`src/rtl/fr_pkg.sv`:
```
// Package: shared constants and the hold-off code decoder.
// Assumes the hold-off step doubles per code from code 1 upward.
package fr_pkg;
    localparam int unsigned HOLD_STEP_MS = 200;
    localparam int unsigned HOLD_MAX_CODE = 4;

    // Return the hold-off length in ticks for a 3-bit code; codes above 4 saturate.
    function automatic int unsigned holdoff_ticks(input logic [2:0] code);
        int unsigned c;
        c = (code > 3'(HOLD_MAX_CODE)) ? HOLD_MAX_CODE : int'(code);
        if (c == 0) return 0;
        return HOLD_STEP_MS << (c - 1);
    endfunction
endpackage

```
`src/rtl/fr_clr_sync.sv`:
```
// Clear synchronizer: brings the asynchronous active-low clear into the
// clock domain through STAGES flops and flags its assertion edge for one cycle.
// Assumes the clear is held low for at least STAGES+1 clocks.
module fr_clr_sync #(
    parameter int STAGES = 2
) (
    input  logic clk,
    input  logic rst_n,
    input  logic clr_n_async,
    output logic clr_evt
);
    logic [STAGES-1:0] sync_q;
    logic              last_q;

    // Shift the raw clear through the synchronizer chain; idle level is high.
    always_ff @(posedge clk) begin
        if (!rst_n) begin
            sync_q <= '1;
            last_q <= 1'b1;
        end else begin
            sync_q <= {sync_q[STAGES-2:0], clr_n_async};
            last_q <= sync_q[STAGES-1];
        end
    end

    // A high-to-low transition at the chain output is one clear event.
    assign clr_evt = last_q && !sync_q[STAGES-1];
endmodule

```
`src/rtl/fr_holdoff.sv`:
```
// Hold-off timer: after rst_done rises, counts ms ticks up to the length
// chosen by the code and then reports the general interrupt as armed.
// Assumes the code is static while rst_done is high.
module fr_holdoff
    import fr_pkg::*;
#(
    parameter int unsigned MAX_TICKS = HOLD_STEP_MS << (HOLD_MAX_CODE - 1)
) (
    input  logic       clk,
    input  logic       rst_n,
    input  logic       ms_tick,
    input  logic       rst_done,
    input  logic [2:0] sel,
    output logic       armed
);
    localparam int CW = $clog2(MAX_TICKS + 1);

    logic [CW-1:0] cnt_q;
    logic [CW-1:0] target;

    assign target = CW'(holdoff_ticks(sel));

    // Count ticks while reset is released and the target is not reached.
    always_ff @(posedge clk) begin
        if (!rst_n || !rst_done) begin
            cnt_q <= '0;
        end else if (ms_tick && (cnt_q < target)) begin
            cnt_q <= cnt_q + 1'b1;
        end
    end

    assign armed = rst_done && (cnt_q >= target);
endmodule

```
`src/rtl/fr_crowbar.sv`:
```
// Crowbar driver: in pulse mode a rising trigger starts a PULSE_CYC-clock
// pulse that is not restarted by later edges; in level mode the output
// follows the trigger directly.
module fr_crowbar #(
    parameter int PULSE_CYC = 8
) (
    input  logic clk,
    input  logic rst_n,
    input  logic trig,
    input  logic level_mode,
    output logic cb_out
);
    localparam int PW = $clog2(PULSE_CYC + 1);

    logic          trig_q;
    logic [PW-1:0] left_q;

    // Remember the trigger and run the pulse countdown.
    always_ff @(posedge clk) begin
        if (!rst_n) begin
            trig_q <= 1'b0;
            left_q <= '0;
        end else begin
            trig_q <= trig;
            if (level_mode) begin
                left_q <= '0;
            end else if (left_q != '0) begin
                left_q <= left_q - 1'b1;
            end else if (trig && !trig_q) begin
                left_q <= PW'(PULSE_CYC);
            end
        end
    end

    assign cb_out = level_mode ? trig : (left_q != '0);
endmodule

```
`src/rtl/fault_resp_ctrl.sv`:
```
// Top: masks per-channel fault flags into a latched general interrupt and a
// latched tracker interrupt, derives the shutdown request and crowbar trigger,
// and holds the power-up blocking latch. Enables are static inputs.
module fault_resp_ctrl
    import fr_pkg::*;
#(
    parameter int N_CH       = 4,
    parameter int PULSE_CYC  = 8,
    parameter int SYNC_STAGE = 2
) (
    input  logic            clk,
    input  logic            rst_n,
    input  logic            ms_tick,
    input  logic            rst_done,
    input  logic [N_CH-1:0] uv,
    input  logic [N_CH-1:0] ov,
    input  logic [N_CH-1:0] uv1,
    input  logic [N_CH-1:0] uv2,
    input  logic [N_CH-1:0] oc,
    input  logic            trk_err,
    input  logic            fsd_in,
    input  logic            irq_clr_n,
    input  logic [N_CH-1:0] en_uv,
    input  logic [N_CH-1:0] en_ov,
    input  logic [N_CH-1:0] en_uv1,
    input  logic [N_CH-1:0] en_uv2,
    input  logic [N_CH-1:0] en_oc_irq,
    input  logic [N_CH-1:0] en_oc_cb,
    input  logic            en_trk,
    input  logic            irq_fsd_en,
    input  logic            irq_cb_en,
    input  logic            trk_fsd_en,
    input  logic            trk_cb_en,
    input  logic            fsd_in_cb_en,
    input  logic            latch_en,
    input  logic            cb_level_mode,
    input  logic [2:0]      holdoff_sel,
    output logic            irq_n,
    output logic            trk_irq_n,
    output logic            fsd_req,
    output logic            crowbar,
    output logic            pwr_block
);
    logic [N_CH-1:0] ch_fault;
    logic            gen_live, trk_live, cb_live, cb_trig;
    logic            clr_evt, armed;
    logic            irq_q, trk_q, blk_q;

    // Per-channel masking of the five fault kinds.
    for (genvar c = 0; c < N_CH; c++) begin : g_ch
        assign ch_fault[c] = (uv[c] & en_uv[c]) | (ov[c] & en_ov[c]) |
                             (uv1[c] & en_uv1[c]) | (uv2[c] & en_uv2[c]) |
                             (oc[c] & en_oc_irq[c]);
    end

    assign gen_live = |ch_fault;
    assign trk_live = trk_err & en_trk;
    assign cb_live  = (|(oc & en_oc_cb)) | (fsd_in & fsd_in_cb_en);
    assign cb_trig  = cb_live | (irq_q & irq_cb_en) | (trk_q & trk_cb_en);

    fr_clr_sync #(.STAGES(SYNC_STAGE)) i_clr (
        .clk(clk), .rst_n(rst_n), .clr_n_async(irq_clr_n), .clr_evt(clr_evt)
    );

    fr_holdoff i_hold (
        .clk(clk), .rst_n(rst_n), .ms_tick(ms_tick), .rst_done(rst_done),
        .sel(holdoff_sel), .armed(armed)
    );

    fr_crowbar #(.PULSE_CYC(PULSE_CYC)) i_cb (
        .clk(clk), .rst_n(rst_n), .trig(cb_trig), .level_mode(cb_level_mode),
        .cb_out(crowbar)
    );

    // General interrupt latch: held off until armed, live fault beats clear.
    always_ff @(posedge clk) begin
        if (!rst_n || !armed) irq_q <= 1'b0;
        else if (gen_live)    irq_q <= 1'b1;
        else if (clr_evt)     irq_q <= 1'b0;
    end

    // Tracker interrupt latch: only the enabled tracking error sets it.
    always_ff @(posedge clk) begin
        if (!rst_n)        trk_q <= 1'b0;
        else if (trk_live) trk_q <= 1'b1;
        else if (clr_evt)  trk_q <= 1'b0;
    end

    assign fsd_req = (irq_q & irq_fsd_en) | (trk_q & trk_fsd_en);

    // Power-up blocking latch: live faults hold it, clear drops it otherwise.
    always_ff @(posedge clk) begin
        if (!rst_n)
            blk_q <= 1'b0;
        else if (latch_en && (gen_live || trk_live || cb_live))
            blk_q <= 1'b1;
        else if (clr_evt)
            blk_q <= 1'b0;
        else if (latch_en && (irq_q || fsd_req || crowbar))
            blk_q <= 1'b1;
    end

    assign irq_n     = !irq_q;
    assign trk_irq_n = !trk_q;
    assign pwr_block = blk_q;
endmodule

```
`config.mk`:
```
export PLATFORM = sky130hd
export DESIGN_NAME = fault_resp_ctrl
export DESIGN_NICKNAME = d
export VERILOG_FILES = /design/src/rtl/fr_pkg.sv /design/src/rtl/fr_clr_sync.sv /design/src/rtl/fr_holdoff.sv /design/src/rtl/fr_crowbar.sv /design/src/rtl/fault_resp_ctrl.sv
export SDC_FILE = /design/constraint.sdc
export NUM_CORES = 1
export LEC_CHECK = 0
export ABC_AREA = 1
export CAP_MARGIN = 0
export CORE_MARGIN = 3
export CORE_UTILIZATION = 30
export CTS_CLUSTER_DIAMETER = 60
export DETAILED_ROUTE_END_ITERATION = 10
export DONT_BUFFER_PORTS = 1
export PLACE_DENSITY = 0.52
export RECOVER_POWER = 100
export SLEW_MARGIN = 10
export SYNTH_ARGS = -nofsm -noshare
export SYNTH_HDL_FRONTEND = slang
export SYNTH_SLANG_ARGS = --single-unit
export TNS_END_PERCENT = 50
```
`constraint.sdc`:
```
create_clock -name clk -period 2.9 [get_ports clk]
set_input_delay 0.58 -clock clk [delete_from_list [all_inputs] [get_ports clk]]
set_output_delay 0.58 -clock clk [all_outputs]
set_load 0.02 [all_outputs]
```
Word-level counts from Yosys, hierarchy flattened
Cells that the tools add are included.

word-level totals
  word-level logic and storage cells = 103
  input bits = 62
  register bits after elaboration = 22
  output and inout bits = 5

cells by class
  shifts and indexed selects = 1
  bitwise logic cells = 48
  mux-type cells = 12
  $add $sub $neg = 3
  reduce and logical (&&, ||, !) cells = 28
  $lt $le $gt $ge = 3

operator list
  cell                                                                   number
  32-bit logical NOT                                                     1
  8-bit by 32-bit left shift with 11-bit output (first input constant)   1
  32-bit by 1-bit subtractor with 32-bit output (second input constant)  1
  1-bit bitwise AND                                                      26
  1-bit bitwise OR                                                       20
  11-bit by 1-bit adder with 11-bit output (second input constant)       1
  11-bit greater-or-equal comparator                                     1
  11-bit < comparator                                                    1
  11-bit two-way mux                                                     1
  1-bit two-way mux                                                      8
  4-bit two-way mux                                                      2
  4-bit OR reduction                                                     2
  1-bit logical NOT                                                      7
  1-bit logical AND                                                      6
  1-bit logical OR                                                       6
  2-bit nonzero test                                                     3
  4-bit bitwise AND                                                      1
  4-bit nonzero test                                                     1
  4-bit by 1-bit subtractor with 4-bit output (second input constant)    1
  3-bit > comparator (second input constant)                             1
  3-bit two-way mux                                                      1
  3-bit nonzero test                                                     1
  2-bit OR reduction                                                     1
  1-bit NOT                                                              1

Depth between registers and ports, before layout
  word-level depth = 11
  mapped depth = 21
  depth with buffers taken out = 21

Cells and area by module
Synthesis repeated with hierarchy kept, for this count alone.

unflattened totals
  cell total of the unflattened synthesis = 281
  area, all modules = 1,694.1 um^2

modules (own cells, without submodules)
  module           times used  cells each  area an instance (um^2)
  fr_holdoff       1           170         1,033.5
  fault_resp_ctrl  1           67          345.3
  fr_crowbar       1           33          225.2
  fr_clr_sync      1           11          90.1

Worst setup path before layout
Ideal clock, no wire load.

  path type = in2reg
  from = in holdoff_sel[2]
  to = reg i_hold.cnt_q[7]
  data required time = 2.784 ns
  path buffers = 1
  data arrival time = 2.533 ns
  slack = 0.251 ns
  setup time = 0.116 ns
  stages on the path = 16
  cells stage by stage = inv_1 > nand2_1 > ha_1 > ha_1 > inv_1 > nand2_1 > nor2_1 > o2111ai_1 > ha_1 > a21oi_1 > nand2_1 > nand2_2 > nand3_4 > clkbuf_8 > nor3_2 > nor2_1

on the way
  cells in the longest elaborated chain, start to end = 7

RTL lines
  element                                                                              RTL line                    text
  start: declaration                                                                   fault_resp_ctrl.sv:37       input logic [2:0] holdoff_sel,
  3-bit > comparator                                                                   fr_pkg.sv:10                c = (code > 3'(HOLD_MAX_CODE)) ? HOLD_MAX_CODE : int'(code);
  3-bit two-way mux (*)                                                                fr_pkg.sv:10
  32-bit by 1-bit subtractor with 32-bit output or 32-bit logical NOT (tied branches)  fr_pkg.sv:12, fr_pkg.sv:11
  8-bit by 32-bit left shift with 11-bit output or 1-bit two-way mux (tied branches)   fr_pkg.sv:12, fr_pkg.sv:11
  11-bit two-way mux (*)                                                               fr_pkg.sv:12                return HOLD_STEP_MS << (c - 1);
  11-bit < comparator (*)                                                              fr_holdoff.sv:27            end else if (ms_tick && (cnt_q < target)) begin
  1-bit logical AND (*)                                                                fr_holdoff.sv:27
  end signal: assignment                                                               fr_holdoff.sv:28            cnt_q <= cnt_q + 1'b1;
  end: declaration                                                                     fr_holdoff.sv:18            logic [CW-1:0] cnt_q;

Mark *: on every way between the ends. The rest lies on a longest branch, timed or not.
A chain may end at the register's enable or synchronous reset.

Worst setup path in the final report
  from = in holdoff_sel[0]
  to = reg i_hold.cnt_q[10]

Same word-level chain as after synthesis.

==> metrics <==
clock tree from TritonCTS=built; post-synthesis simple-gate area fraction=0.383; number of diodes=0; cell type with the highest aggregate area in the netlist=sky130_fd_sc_hd__dfxtp_1; Yosys Warn Count=0; drt pass-1 iters=4; GRT Resource Usage Total=0.118; final routed wire length divided by cell count=11.5 microns; post-route antenna net violation count=0; largest cells by area after synthesis=sky130_fd_sc_hd__dfxtp_1 28%, sky130_fd_sc_hd__nand2_1 22%, sky130_fd_sc_hd__ha_1 10%, sky130_fd_sc_hd__a21oi_1 6.5%, sky130_fd_sc_hd__inv_1 6.3%; worst reg-to-reg path cell count=10; total die area=6070 sq um; Unique masters post-synth=29; post-detail-place hpwl=2980 microns; worst min-delay path startpoint=rst_n; total number of vias=1483; CTS clock-pin slew for the worst setup and hold paths=80 ps; number of global-route vias before repair=1388; fin nets=326; deepest level of the CTS H-tree=1; final-report hold violation count=0; Top delay family on crit path=simple AND/OR/NAND/NOR gates; slowest cell on the critical path=sky130_fd_sc_hd__ha_1; sequential fraction of the synthesis area=0.284; overall power consumption=0.749 mW; multiplexer share of the synthesized area=0; I/O pin count=67; cell area after synthesis=1550 sq um; final setup vio count=0; synthesized-area fraction occupied by adder cells=0.105; largest net degree at the start of global routing=16; aggregate routed wire length=3640 microns; share of async-settable or async-resettable flops after synthesis=0; peak supply drop=0.203 mV; maximum net fanout on the critical path=7; via/cell ratio=4.68; worst hold margin=380 ps; classification of the worst-slack hold path=primary input to register; flip-flop and latch count after synthesis=22; met2 usage in global routing=0.183; Critical Path Start Type=primary input; vertical extent of the die=77.9 microns; Endpoint, Worst Hold=i_clr.last_q; Worst path max stage delay=300 ps; total congestion overflow after global routing=0; measured slew at the worst slew-check pin=315 ps; status=finished, final reports clean; worst hold path stage count=1; iteration-0 DRC count of the detailed router=49; number of clock sinks seen by CTS=22; critical register-to-register path startpoint=i_hold.cnt_q[4]; row count=25; drt drc=0; clock insertion delay at the later pin of the skew report=260 ps; largest family of logic cells by synthesized area=simple AND/OR/NAND/NOR gates; final estimated routing congestion in global placement=0.777; layer carrying the most global-route usage=met2; static power due to leakage=0.780 nW; crit end category=register; starting utilization of the core area=0.320; R2R Path End=i_hold.cnt_q[10]; max-capacitance violation count=0; fraction of the mapped netlist area in compound gates=0.115; synthesized net count=311; cells along the critical path=nor2_1, o21ai_2, ha_1, ha_1, inv_1, nand2_1, nor2_1, o2111ai_1, ha_1, a21oi_1, nand2_1, nand2_2, nand3_2, buf_4, nand2_1, a21oi_1; grt met3 use=0.0255; final critical-path share of the clock period=0.898; shortest clock period the worst path allows after layout=2600 ps; total power density per cell area=421 nW/um^2; category of the critical setup timing path=primary input to register; Top FF cell, synth=sky130_fd_sc_hd__dfxtp_1; commonest non-fill, non-tap cells in the layout=89 x sky130_fd_sc_hd__nand2_1, 26 x sky130_fd_sc_hd__inv_1, 22 x sky130_fd_sc_hd__dfxtp_1, 20 x sky130_fd_sc_hd__a21oi_1, 14 x sky130_fd_sc_hd__nor2_1; setup slack, reg-to-reg=1140 ps; final worst clock skew=2.22 ps; Avg Inst Size Synth=6.57 sq um; buffering stage count on the worst path with inverters included=2; Area Overhead vs Synth=14.8%; largest buffer count on any clock path=2; xor and xnor area share after synthesis=0.0395; count of flip-flops with a built-in enable after synthesis=0; final count of pins violating max slew=0; post-synth top area share=0.284; Inserted Clock Buffers=3; most common library cell in the layout ignoring fill and taps=sky130_fd_sc_hd__nand2_1; number of I/O port buffers=0; Die Span X=77.9 microns; Crit path required time=3050 ps; number of antenna violations at the first check in global routing=0; Finished Core Util=0.367; global-route wire length before repair=5950 microns; met1 capacity usage during global routing=0.168; Synth Instances=236; arrival time of data at the critical path endpoint=2750 ps; Core Footprint=4850 sq um; Rel. slew slack=0.788; clock root buffer=sky130_fd_sc_hd__clkbuf_8; top achievable clock speed=0.384 GHz; layout cells sized above 1=0.104
## routing by layer
layer,routed length [microns],vias to the layer above
met5,0,-
met4,17,0
met3,243,2
met2,1550,39
met1,1820,654
li1,-,788
## metrics by stage
stage	instances	setup TNS, ps	cell area [sq um]	setup slack [ps]
floorplan	236	0	1550	251
global placement	310	0	1680	52.4
detailed placement	310	0	1680	22.0
CTS	314	0	1750	295
global route	317	-11.5	1780	-11.5
finish	317	0	1780	297
## timing repair
item | CTS | global route
setup endpoints to repair | 0 | 6
resized for setup | 0 | 1
hold buffers | 0 | 0
buffers inserted | 0 | 2
## flip-flops by register name, summed over array words and instances, names as in the netlist
| name | cells |
|---|---|
| i_cb.left_q | 4 |
| i_cb.trig_q | 1 |
| i_clr.last_q | 1 |
| i_clr.sync_q | 2 |
| i_hold.cnt_q | 11 |
| irq_q | 1 |
| pwr_block | 1 |
| trk_q | 1 |
## worst register-to-register path, stage by stage (launching register included)
cell	delay (ps)
sky130_fd_sc_hd__dfxtp_1	460
sky130_fd_sc_hd__ha_1	290
sky130_fd_sc_hd__a21oi_1	130
sky130_fd_sc_hd__nand2_1	60
sky130_fd_sc_hd__nand2_1	50
sky130_fd_sc_hd__nand2_1	60
sky130_fd_sc_hd__nand2_2	120
sky130_fd_sc_hd__nand3_2	190
sky130_fd_sc_hd__buf_4	190
sky130_fd_sc_hd__nand2_1	50
sky130_fd_sc_hd__a21oi_1	50
## kinds of logic after synthesis
family / after synthesis
xor gates and xnor gates: 7
adders and majority gates: 13
and+or+nand+nor: 134
DFF: 22
AOI/OAI and AO/OA: 32
buffers and inverters: 28
## synthesized netlist by cell type (2+ instances only)
cell type	count
sky130_fd_sc_hd__xnor2_1	4
sky130_fd_sc_hd__a22o_1	2
sky130_fd_sc_hd__xor2_1	3
sky130_fd_sc_hd__nor3_1	3
sky130_fd_sc_hd__nand4_1	6
sky130_fd_sc_hd__dfxtp_1	22
sky130_fd_sc_hd__or2_2	2
sky130_fd_sc_hd__o21ai_0	5
sky130_fd_sc_hd__ha_1	13
sky130_fd_sc_hd__o21ai_1	2
sky130_fd_sc_hd__a21oi_1	20
sky130_fd_sc_hd__nand3_1	9
sky130_fd_sc_hd__nor2_1	14
sky130_fd_sc_hd__nor3_2	3
sky130_fd_sc_hd__nand2_1	89
sky130_fd_sc_hd__inv_1	26
## cell type report
class | count | area, sq um
fillers | 548 | 3070
multi-input cells | 187 | 1000
inverters | 27 | 104
well taps | 67 | 83.8
clock inverters | 1 | 30.0
flip-flops and latches | 22 | 440
clock buffers | 3 | 41.3
repair buffers | 10 | 75.1
## how the worst max path moves through the flow
stage,from,end,slack [ps],cells after the start
floorplan,holdoff_sel[2],i_hold.cnt_q[7],250,16
global placement,holdoff_sel[0],i_hold.cnt_q[3],50,17
detailed placement,holdoff_sel[0],i_hold.cnt_q[3],20,17
CTS,holdoff_sel[0],i_hold.cnt_q[3],290,17
global route,holdoff_sel[0],i_hold.cnt_q[10],-10,18
finish,holdoff_sel[0],i_hold.cnt_q[10],300,16
## power by group
part	internal (mW)	total (mW)	switching, mW
clock network	0.184	0.286	0.102
registers	0.312	0.321	0.00904
logic	0.0564	0.141	0.0846
total	0.553	0.749	0.195
No activity file was read; power rests on OpenSTA's default activity.
